--- src/rtl/dmaint_pkg.sv ---
package dmaint_pkg;
  localparam int FLAG_N      = 8;
  localparam int F_TX_EMPTY  = 0;
  localparam int F_TX_SENT   = 1;
  localparam int F_LINK      = 2;
  localparam int F_MEM       = 3;
  localparam int F_TX_ABORT  = 4;
  localparam int F_RX_THR    = 5;
  localparam int F_RX_UNDER  = 6;
  localparam int F_RX_OVER   = 7;

  localparam int CTRL_W      = 16;
  localparam int C_TX_IEN    = 0;
  localparam int C_TX_EN     = 1;
  localparam int C_DEPTH_LSB = 4;
  localparam int C_RX_IEN    = 9;
  localparam int C_OFS_LSB   = 12;
  localparam int C_RX_EN     = 15;

  localparam int STAT_W      = 32;
  localparam int RXP_LSB     = 8;
  localparam int TXP_LSB     = 16;

  typedef logic [FLAG_N-1:0] flag_vec_t;
endpackage

--- src/rtl/dmaint_flags.sv ---
module dmaint_flags
  import dmaint_pkg::*;
(
  input  logic      clk,
  input  logic      rst,
  input  flag_vec_t set_i,
  input  flag_vec_t clr_i,
  output flag_vec_t flags_o
);
  flag_vec_t flags_q;

  for (genvar i = 0; i < FLAG_N; i++) begin : g_bit
    always_ff @(posedge clk) begin
      if (rst)           flags_q[i] <= 1'b0;
      else if (set_i[i]) flags_q[i] <= 1'b1;
      else if (clr_i[i]) flags_q[i] <= 1'b0;
    end
  end

  assign flags_o = flags_q;

  AST_EVENT_SETS: assert property (@(posedge clk) disable iff (rst)
    (set_i != '0) |=> ((flags_q & $past(set_i)) == $past(set_i)));

  AST_EVENT_WINS: assert property (@(posedge clk) disable iff (rst)
    ((set_i & clr_i) != '0) |=> ((flags_q & $past(set_i & clr_i)) == $past(set_i & clr_i)));

  AST_W1C_CLEARS: assert property (@(posedge clk) disable iff (rst)
    ((clr_i & ~set_i) != '0) |=> ((flags_q & $past(clr_i & ~set_i)) == '0));
endmodule

--- src/rtl/dmaint_ctrl.sv ---
module dmaint_ctrl
  import dmaint_pkg::*;
#(
  parameter int DEPTH_W = 5,
  parameter int OFS_W   = 3
) (
  input  logic              clk,
  input  logic              rst,
  input  logic              wr_i,
  input  logic [CTRL_W-1:0] wdata_i,
  output logic [CTRL_W-1:0] ctrl_o
);
  function automatic logic [CTRL_W-1:0] build_mask();
    logic [CTRL_W-1:0] m;
    m = '0;
    m[C_TX_IEN] = 1'b1;
    m[C_TX_EN]  = 1'b1;
    m[C_RX_IEN] = 1'b1;
    m[C_RX_EN]  = 1'b1;
    for (int i = 0; i < DEPTH_W; i++) m[C_DEPTH_LSB + i] = 1'b1;
    for (int i = 0; i < OFS_W; i++)   m[C_OFS_LSB + i]   = 1'b1;
    return m;
  endfunction

  localparam logic [CTRL_W-1:0] WMASK = build_mask();

  logic [CTRL_W-1:0] ctrl_q;

  always_ff @(posedge clk) begin
    if (rst)       ctrl_q <= '0;
    else if (wr_i) ctrl_q <= wdata_i & WMASK;
  end

  assign ctrl_o = ctrl_q;

  AST_CTRL_WRITE: assert property (@(posedge clk) disable iff (rst)
    wr_i |=> (ctrl_q == ($past(wdata_i) & WMASK)));

  AST_CTRL_HOLD: assert property (@(posedge clk) disable iff (rst)
    !wr_i |=> $stable(ctrl_q));
endmodule

--- src/rtl/dmaint_thresh.sv ---
module dmaint_thresh #(
  parameter int DEPTH_W = 5
) (
  input  logic               rx_en_i,
  input  logic [DEPTH_W-1:0] level_i,
  input  logic [DEPTH_W-1:0] depth_i,
  output logic               thr_o
);
  always_comb thr_o = rx_en_i && (level_i != depth_i);
endmodule

--- src/rtl/dmaint_irq.sv ---
module dmaint_irq
  import dmaint_pkg::*;
(
  input  logic      clk,
  input  logic      rst,
  input  flag_vec_t flags_i,
  input  logic      tx_ien_i,
  input  logic      rx_ien_i,
  output logic      irq_o
);
  flag_vec_t enab;
  logic      irq_q;

  always_comb begin
    enab = '1;
    enab[F_TX_EMPTY] = tx_ien_i;
    enab[F_TX_SENT]  = tx_ien_i;
    enab[F_RX_THR]   = rx_ien_i;
  end

  always_ff @(posedge clk) begin
    if (rst) irq_q <= 1'b0;
    else     irq_q <= |(flags_i & enab);
  end

  assign irq_o = irq_q;

  AST_IRQ_CAUSE: assert property (@(posedge clk) disable iff (rst)
    irq_q |-> $past(flags_i != '0));

  AST_IRQ_ERROR: assert property (@(posedge clk) disable iff (rst)
    (flags_i[F_MEM] || flags_i[F_RX_OVER]) |=> irq_q);
endmodule

--- src/rtl/dmaint_regs.sv ---
module dmaint_regs
  import dmaint_pkg::*;
#(
  parameter int RXP_W   = 5,
  parameter int TXP_W   = 9,
  parameter int SEQ_W   = 5,
  parameter int DEPTH_W = 5,
  parameter int OFS_W   = 3
) (
  input  logic               clk,
  input  logic               rst,
  input  logic               reg_wr,
  input  logic               reg_sel,
  input  logic [15:0]        reg_wdata,
  input  logic [7:0]         evt_pulse,
  input  logic [DEPTH_W-1:0] fifo_level,
  input  logic [RXP_W-1:0]   rx_rd_ptr,
  input  logic [TXP_W-1:0]   tx_rd_ptr,
  input  logic [SEQ_W-1:0]   head_seq,
  input  logic               hash_sel,
  output logic [31:0]        status_word,
  output logic [15:0]        ctrl_word,
  output logic               irq,
  output logic               tx_dma_run,
  output logic               rx_dma_run
);
  localparam int SEQ_LSB  = TXP_LSB + TXP_W;
  localparam int HASH_BIT = SEQ_LSB + SEQ_W;

  flag_vec_t         flags, set_v, clr_v;
  logic [CTRL_W-1:0] ctrl;
  logic              thr;
  logic              hash_q;
  logic              rx_en;

  assign rx_en = ctrl[C_RX_EN];

  dmaint_thresh #(.DEPTH_W(DEPTH_W)) u_thresh (
    .rx_en_i (rx_en),
    .level_i (fifo_level),
    .depth_i (ctrl[C_DEPTH_LSB +: DEPTH_W]),
    .thr_o   (thr)
  );

  always_comb begin
    set_v           = evt_pulse;
    set_v[F_RX_THR] = thr;
    clr_v           = (reg_wr && !reg_sel) ? reg_wdata[FLAG_N-1:0] : '0;
  end

  dmaint_flags u_flags (
    .clk     (clk),
    .rst     (rst),
    .set_i   (set_v),
    .clr_i   (clr_v),
    .flags_o (flags)
  );

  dmaint_ctrl #(.DEPTH_W(DEPTH_W), .OFS_W(OFS_W)) u_ctrl (
    .clk     (clk),
    .rst     (rst),
    .wr_i    (reg_wr && reg_sel),
    .wdata_i (reg_wdata),
    .ctrl_o  (ctrl)
  );

  dmaint_irq u_irq (
    .clk      (clk),
    .rst      (rst),
    .flags_i  (flags),
    .tx_ien_i (ctrl[C_TX_IEN]),
    .rx_ien_i (ctrl[C_RX_IEN]),
    .irq_o    (irq)
  );

  always_ff @(posedge clk) begin
    if (rst)        hash_q <= 1'b0;
    else if (rx_en) hash_q <= hash_sel;
  end

  always_comb begin
    status_word                        = '0;
    status_word[FLAG_N-1:0]            = flags;
    status_word[RXP_LSB +: RXP_W]      = rx_rd_ptr;
    status_word[TXP_LSB +: TXP_W]      = tx_rd_ptr;
    status_word[SEQ_LSB +: SEQ_W]      = head_seq;
    status_word[HASH_BIT]              = hash_q;
  end

  assign ctrl_word  = ctrl;
  assign tx_dma_run = ctrl[C_TX_EN] && !flags[F_MEM] && !flags[F_TX_ABORT];
  assign rx_dma_run = rx_en && !flags[F_MEM] && !flags[F_RX_OVER];

  AST_THR_FLAG: assert property (@(posedge clk) disable iff (rst)
    (rx_en && (fifo_level != ctrl[C_DEPTH_LSB +: DEPTH_W])) |=> status_word[F_RX_THR]);

  AST_HASH_TRACK: assert property (@(posedge clk) disable iff (rst)
    rx_en |=> (status_word[HASH_BIT] == $past(hash_sel)));

  AST_FATAL_STOP: assert property (@(posedge clk) disable iff (rst)
    status_word[F_MEM] |-> (!tx_dma_run && !rx_dma_run));
endmodule

--- config.mk ---
export PLATFORM = sky130hd
export DESIGN_NAME = dmaint_regs
export DESIGN_NICKNAME = d
export VERILOG_FILES = /design/src/rtl/dmaint_pkg.sv /design/src/rtl/dmaint_flags.sv /design/src/rtl/dmaint_ctrl.sv /design/src/rtl/dmaint_thresh.sv /design/src/rtl/dmaint_irq.sv /design/src/rtl/dmaint_regs.sv
export SDC_FILE = /design/constraint.sdc
export NUM_CORES = 1
export LEC_CHECK = 0
export ABC_AREA = 1
export BUFFER_PORTS_ARGS = -buffer_cell sky130_fd_sc_hd__buf_2
export CAP_MARGIN = 15
export CORE_MARGIN = 5
export CORE_UTILIZATION = 40
export DETAILED_ROUTE_END_ITERATION = 10
export GPL_TIMING_DRIVEN = 0
export MAX_ROUTING_LAYER = met4
export PLACE_DENSITY = 0.89
export SYNTH_ARGS = -nofsm -noshare
export SYNTH_HDL_FRONTEND = slang
export SYNTH_SLANG_ARGS = --single-unit
--- constraint.sdc ---
create_clock -name clk -period 2.5 [get_ports clk]
set_clock_uncertainty 0.1 [all_clocks]
set_input_delay 0.375 -clock clk [delete_from_list [all_inputs] [get_ports clk]]
set_output_delay 0.375 -clock clk [all_outputs]
set_load 0.1 [all_outputs]
== Word-level counts from Yosys, hierarchy flattened ==
Index checks and enable logic that the tools add are counted.
Storage, ports and cells
  input bits: 53
  logic and storage cells: 50
  memory bits (read-only): 0
  register bits: 22
  memories kept: 0
  bits in latches: 0
  bits in writable memories: 0
  output and inout port bits: 51
Operators by class
  magnitude comparators: 0
  $add $sub $neg: 0
  mux-type cells: 17
  bitwise operators: 1
  reduce and logical (&&, ||, !) cells: 20
  shifts and indexed selects: 0
  eq/ne operators: 1
  multipliers: 0
  div/mod/pow operators: 0
Operators by type and width (count)
  1-bit two-way mux: 16
  2-bit nonzero test: 8
  8-bit AND: 1
  8-bit two-way mux: 1
  8-bit OR reduction: 1
  1-bit logical AND: 7
  5-bit inequality test: 1
  1-bit zero test: 4

== Longest topological paths before layout ==
  word-level depth: 5
  gate-level depth with buffers: 8
  mapped depth without buffers: 8

== By module ==
From an unflattened synthesis, not the netlist that was laid out.
Second synthesis, totals
  cell total of the unflattened synthesis: 217
  area total of the unflattened synthesis: 1358.8 um^2
By module, submodules not included
  dmaint_ctrl: times used 1, cells each 81, area an instance 530.5 um^2
  dmaint_flags: times used 1, cells each 41, area an instance 331.6 um^2
  dmaint_regs: times used 1, cells each 54, area an instance 319.1 um^2
  dmaint_thresh: times used 1, cells each 25, area an instance 100.1 um^2
  dmaint_irq: times used 1, cells each 16, area an instance 77.6 um^2

== Least setup slack after synthesis ==
OpenSTA, ideal clock, no wires.
  kind: reg-to-output
  from: register u_ctrl.ctrl_q[1], in the netlist u_ctrl.ctrl_o[1]
  to: output tx_dma_run
  cell stages (with the launch flop): 2
  required time: 2.025 ns
  arrival: 3.253 ns
  path slack: -1.228 ns
  path through: dfxtp_1 -> nor3b_1
Between the ends
  word-level cells in the longest chain between the ends: 2
Ends and longest elaborated chain
  start, declared: RTL line dmaint_ctrl.sv:27  | logic [CTRL_W-1:0] ctrl_q;
  start signal, assigned: RTL line dmaint_ctrl.sv:31  | else if (wr_i) ctrl_q <= wdata_i & WMASK;
  1-bit logical AND (2 in a row): RTL line dmaint_regs.sv:91  | assign tx_dma_run = ctrl[C_TX_EN] && !flags[F_MEM] && !flags[F_TX_ABORT];
  end, declared: RTL line dmaint_regs.sv:24  | output logic tx_dma_run,
No other way between the ends.

== Worst setup path in the final report ==
  from: register u_ctrl.ctrl_q[15], in the netlist u_ctrl.ctrl_o[15]
  to: output rx_dma_run
Between the ends
  word-level cells in the longest chain between the ends: 2
Ends and longest elaborated chain
  1-bit logical AND (2 in a row): RTL line dmaint_regs.sv:92  | assign rx_dma_run = rx_en && !flags[F_MEM] && !flags[F_RX_OVER];
  end, declared: RTL line dmaint_regs.sv:25  | output logic rx_dma_run
No other way between the ends.

==> summary by stage <==
Critical path
The kind of critical path is reg -> out. Grouping stages by cell kind, the critical path spends the most delay in buffers and inverters. The peak fanout along the critical path is 4. Traced cell by cell, the critical path runs through inv_1 > nor3_4 > buf_2. The critical path required time is 2.03 ns.

The startpoint type of the worst setup path is a register. The slowest stage of the critical path belongs to the cell sky130_fd_sc_hd__buf_2. The worst path buffer plus inverter count is 2.

The type of element capturing the critical path is an output port. The reg-to-reg setup timing slack is between 1 and 1.5 ns. For the worst setup path, the data arrival time is approximately 1.4 ns. The delay of the slowest critical-path stage is approximately 0.44 ns.

Power
The peak supply drop is around 0.00041 V. For this design the static power due to leakage is a little over 0.9 nW. The power per cell area is about 660 mW/mm^2. The total power is 0.001112 W.

Clock tree
CTS built an H-tree with a depth of 1. The tree built by TritonCTS fans out to 22 sinks. The tree is rooted in a sky130_fd_sc_hd__clkbuf_4. The clock passes through at most 2 buffers.

The clock transition at the registers of the reported paths is 0.12 ns. Clock latency on the worst-skew pair, taken at its later pin, is ~0.3 ns. The number of buffers inserted during clock tree synthesis is 3. The count of cells resized by post-cts repair is 0. The clock tree from TritonCTS is done. The number of hold-repair buffers added at the cts stage is 0.

The number of post-CTS setup repair buffers is 0.

Final layout
The repair_antennas step left the layout with diodes totalling 0. The filler cell count is 285. Relative to the synthesized area, the layout overhead comes to 40.40%.

The share of final-layout standard cells stronger than drive strength 1 is 57.33%. Registers take roughly 440 um^2. In the final layout, the multi-input gates occupy 493.0 um^2.

The non-filler instance count after layout is 263. The net count reported at finish is around 290. Cells fill approximately 60% of the core in the end.

Detailed routing
The routed length per instance is ~12 um. Dividing the detail-routed via count by the number of cells gives about 4.3. The first detailed-routing pass ran for 5 iterations. The number of DRC markers in iteration 0 is 25. The total vias in the final route is 1132. After detailed routing, the total wire length is 3096 um.

The count of unresolved DRC violations after routing is 0. The antenna violation net count after detailed routing is 0.

Floorplan
The row count is 19. The total core area is between 0.002 and 0.003 mm^2. The die extent in y is roughly 65 um. The effective utilization at floorplan is about 43%. The x dimension of the die is approximately 65 um. The count of pins on the block boundary is ~100. The die covers approximately 0.0042 mm^2.

Timing
The total negative slack for setup checks is 0 ns. After layout, the worst setup slack is 0.6517 ns. After layout, the worst path uses between 70 and 80% of the clock period. The count of final max-slew check failures is 0. The final count of hold timing violations is 0. Setup repair after global routing left no endpoint under its margin.

The time the final worst path needs with I/O delays and setup is 1.848 ns. The setup violation total in the final timing report is 0. The upper clock frequency limit is 541.0 MHz.

Logic synthesis
In this run the biggest area consumer among cell types represents 36.74% of the synthesized area. The synthesized netlist occupies a cell area of between 0.001 and 0.0015 mm^2. The commonest cells after synthesis are sky130_fd_sc_hd__buf_4 (31), sky130_fd_sc_hd__dfxtp_1 (22), sky130_fd_sc_hd__nand2_1 (20).

The count of warnings emitted by yosys is 0. The share of flip-flops with an asynchronous set or reset is 0%. The post-synthesis simple-gate area fraction is between 10% and 20%. The synthesized netlist devotes 17.75% of its cell area to compound gates. Among all flip-flop cells after synthesis, the most frequent one is sky130_fd_sc_hd__dfxtp_1. The number of enable flip-flop cells after synthesis is 0.

The share of synthesized area spent on multiplexers is 0%. Each instance of the synthesized netlist takes up on average slightly above 8 um^2. The biggest area consumer among synthesized cells is sky130_fd_sc_hd__dfxtp_1.

The synthesized-area fraction occupied by xor and xnor cells is less than 1%. By area the synthesized netlist is led by sky130_fd_sc_hd__dfxtp_1 (37%), sky130_fd_sc_hd__buf_4 (19%), sky130_fd_sc_hd__a211oi_2 (7.3%). The sequential share of the synthesized area is between 30% and 40%.

The largest family of logic cells by synthesized area is buffers and inverters. The number of cells produced by synthesis is between 100 and 150. The post-synthesis adder-cell area fraction is 0%. The most repeated cell in the gate-level netlist after synthesis is sky130_fd_sc_hd__buf_4. The count of distinct cell types in the synthesized netlist is 21.

The number of register bits inferred by synthesis is 22.

Min path
The worst hold path class is in -> reg.

GRT
Global routing used between 10 and 15% of the available tracks across all layers. Entering global routing, the biggest net connects 13 pins. The fraction of met1 tracks used by global routing is between 15 and 20%. The number of global-route vias before repair is about 1000. The routing usage on met2 is ~22%. The routing layer with the top usage in global route is met2. The initial antenna violation count is 0.

The global-route track usage on met3 is around 5.0%. Summed over all layers, the global routing overflow is 0. The first global-routing pass estimated approximately 4600 um of wire.

Place
During placement, the flow inserted port buffers numbering just over 70. The total placed cells including tap cells is 259. Prior to clock tree synthesis, the placed netlist has a worst setup slack of between 0.9 and 1 ns. The detailed placement HPWL is 2611 um. The final weighted congestion in routability-driven placement is approximately 0.75.

Outcome
The flow ran to the end, and the final reports show no timing, DRC or antenna violations.

Flow run
The max-cap check violation count is 0.
==> kinds of logic after synthesis <==
kind of cell,after synthesis
flip-flops,22
AO/OA/AOI/OAI,28
buffers and inverters,48
AND/OR/NAND/NOR,49
XOR/XNOR,1
other,1
==> worst paths after layout <==
kind	cells past startpoint	start	to
hold / removal	3	evt_pulse[4]	u_flags.flags_o[4]
setup reg to reg	2	u_flags.flags_o[3]	u_irq.irq_o
hold reg to reg	2	hash_q	hash_q
setup / recovery	3	u_ctrl.ctrl_o[15]	rx_dma_run
==> placed cells by master, fill, tap and decap left out, drive strengths merged <==
master	synthesis	layout
buf	35	107
nand2	26	26
dfxtp	22	22
a21oi	15	15
nor2	14	14
inv	13	13
conb	1	8
a211oi	7	7
nand3	6	6
o21ai	5	5
clkbuf	0	4
nor3	1	1
nor3b	1	1
nor4	1	1
a31oi	1	1
xor2	1	1
==> final cells by class <==
class | count | share of cell area, %
sequential | 22 | 26.17
clock buffer | 4 | 2.156
buffer | 35 | 15.76
inverter | 13 | 2.900
multi-input combinational | 86 | 29.29
tap | 31 | 2.305
timing repair buffer | 72 | 21.41
==> where the power goes <==
group          leakage (nW)  internal (W)  switching, W
logic                 0.705      0.000105      0.000421
registers             0.182      0.000373     0.0000188
clock network        0.0210     0.0000889      0.000106
total                 0.909      0.000567      0.000545
==> tightest hold or removal path, cell delays in order <==
cell and delay [ns]:
sky130_fd_sc_hd__buf_2 0.08, sky130_fd_sc_hd__a21oi_1 0.03, sky130_fd_sc_hd__nor2_1 0.06
==> through the flow <==
stage | hold slack [ns] | cell area (um^2)
floorplan | 0.3411 | 1247
global placement | 0.3513 | 1647
detailed placement | 0.3572 | 1647
CTS | 0.1626 | 1683
global route | 0.1598 | 1683
finish | 0.1720 | 1683
==> flip-flops by register name, summed over array words and instances, names as in the netlist <==
register,cells
hash_q,1
u_ctrl.ctrl_o,12
u_flags.flags_o,8
u_irq.irq_o,1
==> per-layer routing <==
layer  up-vias  routed length, um
li1        606                  -
met3         2                274
met5         -                  0
met2        52               1526
met1       472               1276
met4         0                 19
Power figures use the tool's default switching activity.
